==> src/rtl/ser_reg_pkg.sv <==
package ser_reg_pkg;

    typedef enum logic [1:0] {
        ST_IDLE,
        ST_INSTR,
        ST_DATA
    } port_state_t;

    // Data-phase byte count for each register address.
    function automatic logic [2:0] reg_len(input logic [3:0] a);
        unique case (a)
            4'd2, 4'd3, 4'd4: reg_len = 3'd6;
            4'd5, 4'd7:       reg_len = 3'd4;
            4'd6:             reg_len = 3'd3;
            4'd0, 4'd1, 4'd8,
            4'd9, 4'd11:      reg_len = 3'd2;
            default:          reg_len = 3'd1;
        endcase
    endfunction

endpackage

==> src/rtl/ser_edge_det.sv <==
module ser_edge_det (
    input  logic clk,
    input  logic rst_n,
    input  logic sclk,
    output logic rise,
    output logic fall
);
    logic sclk_q;

    always_ff @(posedge clk or negedge rst_n) begin
        if (!rst_n) sclk_q <= 1'b1;
        else        sclk_q <= sclk;
    end

    assign rise = sclk & ~sclk_q;
    assign fall = ~sclk & sclk_q;
endmodule

==> src/rtl/ser_reg_bank.sv <==
module ser_reg_bank #(
    parameter int NREG   = 12,
    parameter int NBYTES = 6,
    localparam int SLOTW = NBYTES * 8,
    localparam int BUSW  = NREG * SLOTW
) (
    input  logic            clk,
    input  logic            rst_n,
    input  logic            wr_en,
    input  logic [3:0]      wr_addr,
    input  logic [2:0]      wr_idx,
    input  logic [7:0]      wr_byte,
    input  logic            update,
    input  logic [3:0]      rd_addr,
    input  logic [2:0]      rd_idx,
    output logic [7:0]      rd_byte,
    output logic [BUSW-1:0] shadow_flat,
    output logic [BUSW-1:0] active_flat
);
    logic [SLOTW-1:0] shadow_q [NREG];
    logic [SLOTW-1:0] active_q [NREG];

    for (genvar g = 0; g < NREG; g++) begin : g_slot
        always_ff @(posedge clk or negedge rst_n) begin
            if (!rst_n) begin
                shadow_q[g] <= '0;
            end else if (wr_en && wr_addr == 4'(g)) begin
                for (int b = 0; b < NBYTES; b++) begin
                    if (wr_idx == 3'(b)) shadow_q[g][b*8 +: 8] <= wr_byte;
                end
            end
        end

        always_ff @(posedge clk or negedge rst_n) begin
            if (!rst_n)      active_q[g] <= '0;
            else if (update) active_q[g] <= shadow_q[g];
        end

        assign shadow_flat[g*SLOTW +: SLOTW] = shadow_q[g];
        assign active_flat[g*SLOTW +: SLOTW] = active_q[g];
    end

    always_comb begin
        rd_byte = '0;
        for (int r = 0; r < NREG; r++) begin
            for (int b = 0; b < NBYTES; b++) begin
                if (rd_addr == 4'(r) && rd_idx == 3'(b)) rd_byte = shadow_q[r][b*8 +: 8];
            end
        end
    end
endmodule

==> src/rtl/ser_reg_port.sv <==
module ser_reg_port
    import ser_reg_pkg::*;
#(
    parameter int NREG      = 12,
    parameter int MAX_BYTES = 6,
    localparam int SLOTW    = MAX_BYTES * 8,
    localparam int BUSW     = NREG * SLOTW
) (
    input  logic            clk,
    input  logic            rst_n,
    input  logic            sclk,
    input  logic            cs_n,
    input  logic            io_reset,
    input  logic            sdio_in,
    input  logic            mode_4wire,
    input  logic            update,
    output logic            sdio_out,
    output logic            sdio_oe,
    output logic            sdo_out,
    output logic            sdo_oe,
    output logic [BUSW-1:0] active_bus
);
    port_state_t state_q, state_d;
    logic        rise, fall, abort;
    logic [2:0]  bit_q, byte_q, len_q, cur_idx;
    logic [6:0]  instr_sh, din_sh;
    logic        rd_q, out_q, drive, wr_en, last_bit;
    logic [3:0]  addr_q;
    logic [7:0]  rd_byte;
    logic [BUSW-1:0] shadow_flat;

    ser_edge_det u_edge (
        .clk  (clk),
        .rst_n(rst_n),
        .sclk (sclk),
        .rise (rise),
        .fall (fall)
    );

    assign abort    = cs_n | io_reset;
    assign last_bit = rise && bit_q == 3'd7;
    assign cur_idx  = len_q - 3'd1 - byte_q;

    // State register
    always_ff @(posedge clk or negedge rst_n) begin
        if (!rst_n) state_q <= ST_IDLE;
        else        state_q <= state_d;
    end

    // Next-state logic
    always_comb begin
        state_d = state_q;
        unique case (state_q)
            ST_IDLE:  if (!abort) state_d = ST_INSTR;
            ST_INSTR: begin
                if (abort)         state_d = ST_IDLE;
                else if (last_bit) state_d = ST_DATA;
            end
            ST_DATA: begin
                if (abort)                                   state_d = ST_IDLE;
                else if (last_bit && byte_q == len_q - 3'd1) state_d = ST_INSTR;
            end
            default: state_d = ST_IDLE;
        endcase
    end

    // Bit/byte counters and shift registers
    always_ff @(posedge clk or negedge rst_n) begin
        if (!rst_n) begin
            bit_q    <= '0;
            byte_q   <= '0;
            len_q    <= 3'd1;
            instr_sh <= '0;
            din_sh   <= '0;
            rd_q     <= 1'b0;
            addr_q   <= '0;
        end else if (state_q == ST_IDLE || abort) begin
            bit_q  <= '0;
            byte_q <= '0;
        end else if (rise) begin
            bit_q <= bit_q + 3'd1;
            if (state_q == ST_INSTR) begin
                instr_sh <= {instr_sh[5:0], sdio_in};
                if (bit_q == 3'd7) begin
                    rd_q   <= instr_sh[6];
                    addr_q <= {instr_sh[2:0], sdio_in};
                    len_q  <= reg_len({instr_sh[2:0], sdio_in});
                    byte_q <= '0;
                end
            end else begin
                din_sh <= {din_sh[5:0], sdio_in};
                if (bit_q == 3'd7)
                    byte_q <= (byte_q == len_q - 3'd1) ? 3'd0 : byte_q + 3'd1;
            end
        end
    end

    assign wr_en = last_bit && !abort && state_q == ST_DATA && !rd_q;

    ser_reg_bank #(.NREG(NREG), .NBYTES(MAX_BYTES)) u_bank (
        .clk        (clk),
        .rst_n      (rst_n),
        .wr_en      (wr_en),
        .wr_addr    (addr_q),
        .wr_idx     (cur_idx),
        .wr_byte    ({din_sh, sdio_in}),
        .update     (update),
        .rd_addr    (addr_q),
        .rd_idx     (cur_idx),
        .rd_byte    (rd_byte),
        .shadow_flat(shadow_flat),
        .active_flat(active_bus)
    );

    // Output bit, launched on the falling serial edge
    always_ff @(posedge clk or negedge rst_n) begin
        if (!rst_n)                                   out_q <= 1'b0;
        else if (fall && state_q == ST_DATA && rd_q)  out_q <= rd_byte[~bit_q];
    end

    assign drive    = state_q == ST_DATA && rd_q && !abort;
    assign sdio_oe  = drive && !mode_4wire;
    assign sdo_oe   = drive && mode_4wire;
    assign sdio_out = sdio_oe & out_q;
    assign sdo_out  = sdo_oe & out_q;
endmodule

==> config.mk <==
export PLATFORM = sky130hd
export DESIGN_NAME = ser_reg_port
export DESIGN_NICKNAME = d
export VERILOG_FILES = /design/src/rtl/ser_reg_pkg.sv /design/src/rtl/ser_edge_det.sv /design/src/rtl/ser_reg_bank.sv /design/src/rtl/ser_reg_port.sv
export SDC_FILE = /design/constraint.sdc
export NUM_CORES = 1
export LEC_CHECK = 0
export ABC_AREA = 1
export BUFFER_PORTS_ARGS = -buffer_cell sky130_fd_sc_hd__buf_2
export CORE_MARGIN = 2
export CORE_UTILIZATION = 40
export CTS_CLUSTER_DIAMETER = 200
export DETAILED_ROUTE_END_ITERATION = 10
export GPL_TIMING_DRIVEN = 0
export PLACE_DENSITY_LB_ADDON = 0.1
export SYNTH_ARGS = -nofsm -noshare
export SYNTH_HDL_FRONTEND = slang
export SYNTH_SLANG_ARGS = --single-unit
==> constraint.sdc <==
create_clock -name clk -period 8.95 [get_ports clk]
set_input_delay 0.4475 -clock clk [delete_from_list [all_inputs] [get_ports clk]]
set_output_delay 0.4475 -clock clk [all_outputs]
set_load 0.005 [all_outputs]
Yosys cells after proc, flatten, opt, wreduce, memory -nomap -nowiden
Memories as Yosys holds them, arrays and structs flattened. A register that Yosys moved wholly into a read port is not among the register bits.
Index checks and enable logic that the tools add are counted.
{"block": "word_totals", "out_inout_bits": 580, "input_bits": 8, "memories": 1, "ff_bits": 1181, "romBits": 48}
{"name": "(name not given)", "depth": 16, "word_bits": 3, "rd": 1, "rd_clocked_by_memory_dff": 1, "wr": 0, "line_no": "ser_reg_pkg.sv:11", "source": "unique case (a)"}
{"block": "op_classes", "reduce_logical": 182, "bitwise": 10, "n_eq_ne": 23, "magnitude_cmp": 1, "mux": 88, "add_sub_neg": 4}
{"cell": "8-bit 2-to-1 mux", "count": 72}
{"cell": "2-bit AND reduction", "count": 73}
{"cell": "1-bit logical AND", "count": 95}
{"cell": "3-bit 2-to-1 mux", "count": 8}
{"cell": "4-bit by 3-bit equality test with 1-bit output (second input constant)", "count": 4}
{"cell": "4-bit equality test (second input constant)", "count": 4}
{"cell": "2-bit 2-to-1 mux", "count": 5}
{"cell": "3-bit equality test (second input constant)", "count": 3}
{"cell": "3-bit AND reduction", "count": 3}
{"cell": "4-bit by 2-bit equality test with 1-bit output (second input constant)", "count": 2}
{"cell": "3-bit by 1-bit adder with 3-bit output (second input constant)", "count": 2}
{"cell": "3-bit by 2-bit equality test with 1-bit output (second input constant)", "count": 2}
{"cell": "3-bit inequality test (second input constant)", "count": 2}
{"cell": "2-bit case mux with 3 select lines", "count": 1}
{"cell": "1-bit AND", "count": 4}
{"cell": "4-bit by 1-bit equality test with 1-bit output (second input constant)", "count": 1}
{"cell": "1-bit logical NOT", "count": 4}
{"cell": "4-bit logical NOT", "count": 1}
{"cell": "3-bit by 4-bit less-than comparator with 1-bit output (second input constant)", "count": 1}
{"cell": "1-bit inverter", "count": 4}
{"cell": "4-bit AND reduction", "count": 1}
{"cell": "2-bit nonzero test", "count": 2}
{"cell": "1-bit binary-select mux with 3-bit select", "count": 1}
{"cell": "3-bit by 1-bit equality test with 1-bit output (second input constant)", "count": 1}
{"cell": "other kinds (12)", "count": 12}

Depth between registers and ports, before layout
Gate-level depths: netlist of the first run.
{"block": "depth", "word_depth": 78, "depth_mapped": 55, "depth_no_buf": 55}

Hierarchy
From an unflattened synthesis of the first run, not the netlist that was laid out.
{"block": "unflattened", "cells_unflattened": 4674, "area_unflattened_um2": 48620.4}
{"module": "ser_reg_bank", "cells_each": 4469, "area_each_um2": 46907.5, "n_inst": 1}
{"module": "ser_reg_port", "cells_each": 200, "area_each_um2": 1671.6, "n_inst": 1}
{"module": "ser_edge_det", "cells_each": 5, "area_each_um2": 41.3, "n_inst": 1}

Worst setup path before layout of the first run
Ideal clock, no wire load.
{"block": "synth_path", "kind": "flip-flop to flip-flop", "start": "register len_q[0]", "end": "register out_q", "t_arrival_ns": 4.529, "t_required_ns": 8.830, "path_slack_ns": 4.301, "n_path_buf": 0, "path_stages_with_launch": 51, "period_less_slack_ns": 4.649, "path_cell_list": "dfstp_2 > inv_1 > ha_1 > inv_1 > fa_1 > nor2_2 > nand2_4 > nor2_4 > inv_2 > o22ai_1 > inv_2 > nand2_1 > nand4_1 > nand2_1 > nand4_1 > nor2_1 > nand4_1 > nand2_1 > (+15 left out) > nand2_1 > nand4_1 > nand2_1 > nand4_1 > nand2_1 > nand3_1 > nand2_1 > nand3_1 > nand2_1 > nand4_1 > nand2_1 > nand4_1 > nor2_1 > nand3_1 > nand2_1 > nand2_1 > nand2_1 > a21oi_1"}
{"block": "synth_via", "elab_chain_cells": 78, "word_cells_on_any_way": 154, "cone_classes": "add/sub (2); eq/ne (5); mux (74); reduce/logical (73)"}
{"element": "from (decl)", "line_no": "ser_reg_port.sv:25", "source": "logic [2:0] bit_q, byte_q, len_q, cur_idx;"}
{"element": "3-bit by 1-bit subtractor with 3-bit output (*)", "line_no": "ser_reg_port.sv:42", "source": "assign cur_idx = len_q - 3'd1 - byte_q;"}
{"element": "3-bit subtractor (*)", "line_no": "ser_reg_port.sv:42"}
{"element": "3-bit logical NOT", "line_no": "ser_reg_bank.sv:47", "source": "if (rd_addr == 4'(r) && rd_idx == 3'(b)) rd_byte = shadow_q[r][b*8 +: 8];"}
{"element": "1-bit logical AND", "line_no": "ser_reg_bank.sv:47"}
{"element": "8-bit 2-to-1 mux (71 in series)", "line_no": "ser_reg_bank.sv:47"}
{"element": "8-bit 2-to-1 mux (*)", "line_no": "ser_reg_bank.sv:47"}
{"element": "1-bit binary-select mux with 3-bit select (*)", "line_no": "ser_reg_port.sv:118", "source": "else if (fall && state_q == ST_DATA && rd_q) out_q <= rd_byte[~bit_q];"}
{"element": "1-bit 2-to-1 mux (implied by the code) (*)", "line_no": "ser_reg_port.sv:118"}
{"element": "to (signal assigned)", "line_no": "ser_reg_port.sv:118"}
{"element": "to (decl)", "line_no": "ser_reg_port.sv:27", "source": "logic rd_q, out_q, drive, wr_en, last_bit;"}
Mark *: on every way between the ends. The rest lies on a longest branch, timed or not. The select of a mux whose other input is x is not followed.
A chain may end at the register's enable or synchronous reset.

Worst setup path after layout of the first run
Ends and elaborated chain as after synthesis.

==> out/qor.yml, run 1 <==
run_status:
  run_status: "complete, no violations"
final_layout:
  fraction_of_final_layout_cells_sized_beyond_drive_strength_1_pct: 23.37
  layout.filler_cells: 11620
  fin_nets: 5587
  final_cell_mix: "sky130_fd_sc_hd__dfrtp_1 (1,182), sky130_fd_sc_hd__nand2_1 (1,175), sky130_fd_sc_hd__o21ai_0 (672)"
  mostFrequentLayoutCell: "sky130_fd_sc_hd__dfrtp_1"
  layout-area-overhead-vs-synth_pct: 19.96
  final_cells: 7291
  stdcell_area_um2: 58150
  finalCoreUtilization_pct: 48.41
timing:
  worstMarginPinSlew_ns: 1.475
  postLayoutSetupSlackWorst_ns: 0.1890
  timing_hold_violations_final: 0
  setup-violations-final: 0
  slew_headroom_pct: 1.690
  fmax_mhz: 114.1
  finalCritPeriodShare_pct: 97.89
  setup_tns_ns: 0
  finalMaxSlewViolations: 0
  fin_skew_ns: 0.02443
  unrepaired_setup_endpoints_after_global_routing: "false"
  finalWorstPathRequiredPeriod_ns: 8.761
drt:
  vias_per_cell: 5.342
  drtIter0Drc: 4099
  avgRoutedWirePerCell_um: 25.81
  drc: 0
  num_vias: 38950
  detail-route-antenna-nets: 0
  wirelength_um: 188200
  number_of_detailed_routing_iterations_run_before_antenna_repair: 6
pwr:
  power.leakage_nw: 28.31
  vdd.ir_drop.worst_mv: 0.1867
  power_density_normalized_to_cell_area_nw_per_um2: 195.0
placed_design:
  place_hpwl_um: 136900
  io_buffer_count: 586
  dpl-instance-area_um2: 53700
  pre_cts_slack_ns: 0.6192
  place_inst: 7046
  placer_s_final_routability_congestion_estimate: 0.9555
floorplan:
  design.core.area_um2: 120100
  die-area_um2: 124000
  floorplan.initialDensity_pct: 40.35
  floorplan.io_pins: 588
  row_count: 127
  die_x_um: 352.1
  chipHeight_um: 352.1
logic_synthesis:
  synth_seq_area_share_pct: 61.13
  synthesis.nets: 4854
  yosys.cell_types.count: 31
  post_synth_inst_count: 4839
  ys_warn_count: 0
  ys.flop_type: "sky130_fd_sc_hd__dfrtp_1"
  synth_area_um2: 48470
  ff_latch_count_synth: 1184
  async_reset_ff_share_pct: 100.0
  synth-edff-count: 0
  syn_area_per_cell_um2: 10.02
cts:
  clock_tree.htree_level_count: 4
  cts_root_buf: "sky130_fd_sc_hd__clkbuf_16"
  clk_latency_ns: 0.75
  tritoncts.num_buffers: 133
  clock_sinks: 1184
  cts.reportedPaths.clkPinSlew_ns: 0.06
  tritoncts: "done"
  clock_tree.buffer_depth: 3
  cts.repair_timing.setup_buffer_count: 0
setup_path:
  worst_endpoint_data_arrival_time_ns: 9.38
  crit-reg2reg-launch: "len_q[0]$_DFFE_PN1P_"
  top_fanout_value_on_the_critical_path: 9
  worst_r2r_path_depth: 44
  worst_r2r_endpoint: "out_q$_DFFE_PN0P_"
  cp_slowest_cell: "sky130_fd_sc_hd__nor2_1"
  startpoint_type: "flop"
  delay_of_the_slowest_cell_on_the_worst_path_ns: 0.68
  cp.required_ns: 9.57
  critPathKind: "reg2reg"
  endpoint_kind: "flop"
  cell_seen_most_often_among_critical_path_stages: "sky130_fd_sc_hd__nand4_1"
  timing.reg2reg.setup_slack_ns: 0.19
global_route:
  grt_use_total_pct: 30.05
  grt_pass1_wl_um: 271200
  initial_antenna_violation_count: 7
  grt_max_degree: 164
  grt-ovfl-total: 0
  grt_pass1_vias: 37820
hold_path:
  hold_critical_path_endpoint: "state_q[0]$_DFFE_PN0P_"
  min_from: "cs_n"
  holdPathStages: 4
  worst_hold_path_type: "in2reg"
flow_run:
  cap_violations: 0
[repair_timing]
action,4_1_cts,5_1_grt
hold buffers,3,0
resized for setup,0,0
endpoints found under the hold margin,93,0
[how the worst max path moves through the flow]
stage	from	cells past startpoint	slack, ns	endpoint
6_report	len_q[0]$_DFFE_PN1P_	44	0.19	out_q$_DFFE_PN0P_
3_5_place_dp	len_q[0]$_DFFE_PN1P_	50	0.62	out_q$_DFFE_PN0P_
5_1_grt	len_q[0]$_DFFE_PN1P_	41	0.04	out_q$_DFFE_PN0P_
3_3_place_gp	rst_n	1	-19.43	u_bank.active_flat[497]$_DFFE_PN0P_
2_1_floorplan	len_q[0]$_DFFE_PN1P_	50	4.30	out_q$_DFFE_PN0P_
4_1_cts	len_q[0]$_DFFE_PN1P_	50	0.57	out_q$_DFFE_PN0P_
[through the flow]
step	hold slack [ns]	power (mW)
floorplan	0.1519	5.653
global placement	0.4616	5.908
detailed placement	0.4359	5.915
CTS	0.05996	11.44
global route	0.08128	11.69
finish	0.1030	11.34
[Yosys cell counts (2+ instances only)]
library cell / count / area share, %
sky130_fd_sc_hd__dfrtp_1: 1182 / 61
sky130_fd_sc_hd__nand2_1: 1175 / 9.1
sky130_fd_sc_hd__o21ai_0: 672 / 6.9
sky130_fd_sc_hd__mux2_2: 447 / 10
sky130_fd_sc_hd__inv_1: 327 / 2.5
sky130_fd_sc_hd__nor2_1: 300 / 2.3
sky130_fd_sc_hd__a21oi_1: 234 / 2.4
sky130_fd_sc_hd__clkbuf_1: 218 / 1.7
sky130_fd_sc_hd__nand4_1: 125 / 1.6
sky130_fd_sc_hd__nand3_1: 54 / 0.56
sky130_fd_sc_hd__inv_2: 19 / 0.15
sky130_fd_sc_hd__or2_2: 17 / 0.22
sky130_fd_sc_hd__clkinv_1: 11 / 0.085
sky130_fd_sc_hd__nor2_2: 9 / 0.12
sky130_fd_sc_hd__buf_1: 7 / 0.054
sky130_fd_sc_hd__o22ai_1: 7 / 0.090
sky130_fd_sc_hd__ha_1: 6 / 0.15
sky130_fd_sc_hd__nand2_2: 5 / 0.065
sky130_fd_sc_hd__nand3_2: 3 / 0.062
sky130_fd_sc_hd__nor4_1: 3 / 0.039
sky130_fd_sc_hd__buf_2: 2 / 0.021
sky130_fd_sc_hd__buf_6: 2 / 0.046
sky130_fd_sc_hd__dfstp_2: 2 / 0.11
sky130_fd_sc_hd__nand2_4: 2 / 0.046
sky130_fd_sc_hd__nor2_4: 2 / 0.046
sky130_fd_sc_hd__nor3_1: 2 / 0.021
sky130_fd_sc_hd__o21ai_1: 2 / 0.021
[power breakdown]
part	total (mW)	leakage [nW]	internal, mW	switching [mW]
Combinational	0.369	9.84	0.102	0.267
Sequential	5.44	16.3	5.40	0.0426
Clock	5.53	2.17	3.24	2.28
[worst max-delay path, delay by kind of cell, from the launching register on]
kind | cells | cell delay, ns
compound gates | 2 | 0.18
simple gates | 35 | 6.62
fa+ha+maj | 2 | 0.80
flops | 1 | 0.54
buf+inv | 5 | 0.45
[kinds of logic after synthesis]
group | after synthesis | synth area share, %
DFF | 1184 | 61.13
AOI/OAI and AO/OA | 917 | 9.499
adders and majority gates | 7 | 0.1962
and+or+nand+nor | 1698 | 14.22
buffers and inverters | 586 | 4.574
muxes | 447 | 10.38
[metal layers]
layer / up-vias / GRT usage [%] / part of all wire [%]
met2: 1575 / 46.30 / 45
met3: 285 / 6.753 / 8.0
met5: - / 0 / 0.025
met4: 8 / 10.18 / 3.4
met1: 19610 / 41.93 / 43
li1: 17470 / - / -
[layout make-up]
| class | instances | area (um^2) | area share (%) |
|---|---|---|---|
| flip-flops and latches | 1184 | 29630 | 50.96 |
| well taps | 1612 | 2017 | 3.469 |
| inverters | 357 | 1340 | 2.304 |
| repair buffers | 598 | 3226 | 5.547 |
| clock buffers | 197 | 3955 | 6.802 |
| plain buffers | 229 | 892.1 | 1.534 |
| diodes | 1 | 2.502 | 0.004303 |
| clock inverters | 44 | 460.4 | 0.7918 |
| multi-input cells | 3069 | 16630 | 28.59 |
[state kept, by name (all words and copies together), names as in the netlist]
| signal | count |
|---|---|
| bit_q | 3 |
| din_sh | 7 |
| u_edge.sclk_q | 1 |
| instr_sh | 7 |
| u_bank.active_flat | 576 |
| len_q | 3 |
| addr_q | 4 |
| u_bank.shadow_flat | 576 |
| rd_q | 1 |
| byte_q | 3 |
| state_q | 2 |
| out_q | 1 |
(Power assumes the default switching activity.)
==> run 2: changes to the inputs <==
==> constraint.sdc (replaced) <==
create_clock -name clk -period 8.95 [get_ports clk]
set_input_delay 1.79 -clock clk [delete_from_list [all_inputs] [get_ports clk]]
set_output_delay 1.79 -clock clk [all_outputs]
set_load 0.005 [all_outputs]
==> out/qor.yml, run 2 (synthesis gave the netlist of run 1 again) <==
floorplan:
  chipHeight_um: 352.1
  die-area_um2: 124000
  row_count: 127
  floorplan.io_pins: 588
  die_x_um: 352.1
  floorplan.initialDensity_pct: 40.35
  design.core.area_um2: 120100
cts:
  cts_repair_resize_count: 0
  cts.reportedPaths.clkPinSlew_ns: 0.06
  clock_tree.htree_level_count: 4
  cts_root_buf: "sky130_fd_sc_hd__clkbuf_16"
  tritoncts.num_buffers: 133
  cts_hold_buffers: 0
  clk_latency_ns: 0.75
  tritoncts: "done"
  clock_sinks: 1184
  clock_tree.buffer_depth: 3
  cts.repair_timing.setup_buffer_count: 0
setup_path:
  cell_seen_most_often_among_critical_path_stages: "sky130_fd_sc_hd__nand4_1"
  critPathKind: "reg2reg"
  top_fanout_value_on_the_critical_path: 9
  endpoint_kind: "flop"
  worst_endpoint_data_arrival_time_ns: 9.34
  delay_of_the_slowest_cell_on_the_worst_path_ns: 0.68
  worst_r2r_path_depth: 44
  cp.required_ns: 9.57
  startpoint_type: "flop"
  cp_slowest_cell: "sky130_fd_sc_hd__nor2_1"
drt:
  number_of_detailed_routing_iterations_run_before_antenna_repair: 5
  detail-route-antenna-nets: 0
  drc: 0
  drtIter0Drc: 4049
  vias_per_cell: 5.358
  num_vias: 39050
  wirelength_um: 188400
  avgRoutedWirePerCell_um: 25.85
run_status:
  run_status: "complete, no violations"
global_route:
  grt_pass1_wl_um: 271200
  grt_use_total_pct: 30.05
  grt_max_degree: 164
  initial_antenna_violation_count: 9
  grt-ovfl-total: 0
  grt_pass1_vias: 37810
final_layout:
  final_cells: 7288
  fin_nets: 5584
  fraction_of_final_layout_cells_sized_beyond_drive_strength_1_pct: 23.38
  final_cell_mix: "sky130_fd_sc_hd__dfrtp_1 (1,182), sky130_fd_sc_hd__nand2_1 (1,175), sky130_fd_sc_hd__o21ai_0 (672)"
  stdcell_area_um2: 58120
  mostFrequentLayoutCell: "sky130_fd_sc_hd__dfrtp_1"
  layout.filler_cells: 11620
  layout-area-overhead-vs-synth_pct: 19.90
timing:
  setup-violations-final: 0
  finalWorstPathRequiredPeriod_ns: 8.719
  unrepaired_setup_endpoints_after_global_routing: "false"
  timing_hold_violations_final: 0
  finalMaxSlewViolations: 0
  finalCritPeriodShare_pct: 97.42
  setup_tns_ns: 0
  fin_skew_ns: 0.02286
  fmax_mhz: 114.7
  worstMarginPinSlew_ns: 1.463
  slew_headroom_pct: 2.499
pwr:
  power_density_normalized_to_cell_area_nw_per_um2: 195.2
  power.leakage_nw: 28.30
  vdd.ir_drop.worst_mv: 0.1890
hold_path:
  holdPathStages: 2
  worst_hold_path_type: "reg2reg"
placed_design:
  place_hpwl_um: 136900
  dpl-instance-area_um2: 53700
  place_inst: 7046
  placer_s_final_routability_congestion_estimate: 0.9555
  io_buffer_count: 586
flow_run:
  cap_violations: 0
run 2: cell count changes in the layout (fill, tap and decap cells not counted), sizes merged:
cell,change
dlygate4sd3,-3
run 2: metrics by stage:
stage / setup WS [ns] / hold WS [ns] / utilization [%] / power (mW)
floorplan: 4.301 / 0.4422 / - / 5.653
global placement: -20.78 / 0.4616 / 44.47 / 5.908
detailed placement: 0.6192 / 0.4715 / 44.70 / 5.915
CTS: 0.5682 / 0.4868 / 48.38 / 11.43
global route: 0.03929 / 0.5085 / 48.38 / 11.69
finish: 0.2306 / 0.4848 / 48.38 / 11.34
run 2: path summary, 6_finish.rpt:
| path | slack [ns] | to | startpoint |
|---|---|---|---|
| setup reg to reg | 0.23 | out_q$_DFFE_PN0P_ | len_q[0]$_DFFE_PN1P_ |
| hold / removal | 0.48 | u_bank.shadow_flat[110]$_DFFE_PN0P_ | u_bank.shadow_flat[110]$_DFFE_PN0P_ |
| max in group asynchronous | 5.63 | u_bank.active_flat[552]$_DFFE_PN0P_ | rst_n |
| setup / recovery | 0.23 | out_q$_DFFE_PN0P_ | len_q[0]$_DFFE_PN1P_ |
| hold reg to reg | 0.48 | u_bank.shadow_flat[110]$_DFFE_PN0P_ | u_bank.shadow_flat[110]$_DFFE_PN0P_ |
| min in group asynchronous | 0.95 | u_bank.active_flat[109]$_DFFE_PN0P_ | rst_n |
run 2: power breakdown:
part	switching (mW)	internal, mW	total [mW]	leakage (nW)
registers	0.0430	5.40	5.44	16.3
logic	0.267	0.101	0.368	9.82
clock network	2.29	3.24	5.53	2.17
run 2: cell type report:
class | count | area [um^2] | area share [%]
inverters | 357 | 1340 | 2.306
flip-flops and latches | 1184 | 29630 | 50.98
well taps | 1612 | 2017 | 3.470
clock buffers | 197 | 3955 | 6.805
repair buffers | 595 | 3196 | 5.498
diodes | 1 | 2.502 | 0.004306
plain buffers | 229 | 892.1 | 1.535
multi-input cells | 3069 | 16630 | 28.61
clock inverters | 44 | 460.4 | 0.7922
run 2: metal layers:
layer | vias up | GRT usage, % | part of all wire [%]
li1 | 17480 | - | -
met1 | 19720 | 41.90 | 43
met2 | 1568 | 46.37 | 45
met3 | 276 | 6.794 | 8.0
met4 | 8 | 10.03 | 3.3
met5 | - | 0 | 0.025
run 2: critical path: cells and delay by family (launching register included):
| kind | cells | cell delay [ns] |
|---|---|---|
| fa+ha+maj | 2 | 0.80 |
| simple gates | 35 | 6.63 |
| flops | 1 | 0.54 |
| buf+inv | 5 | 0.45 |
| compound gates | 2 | 0.17 |
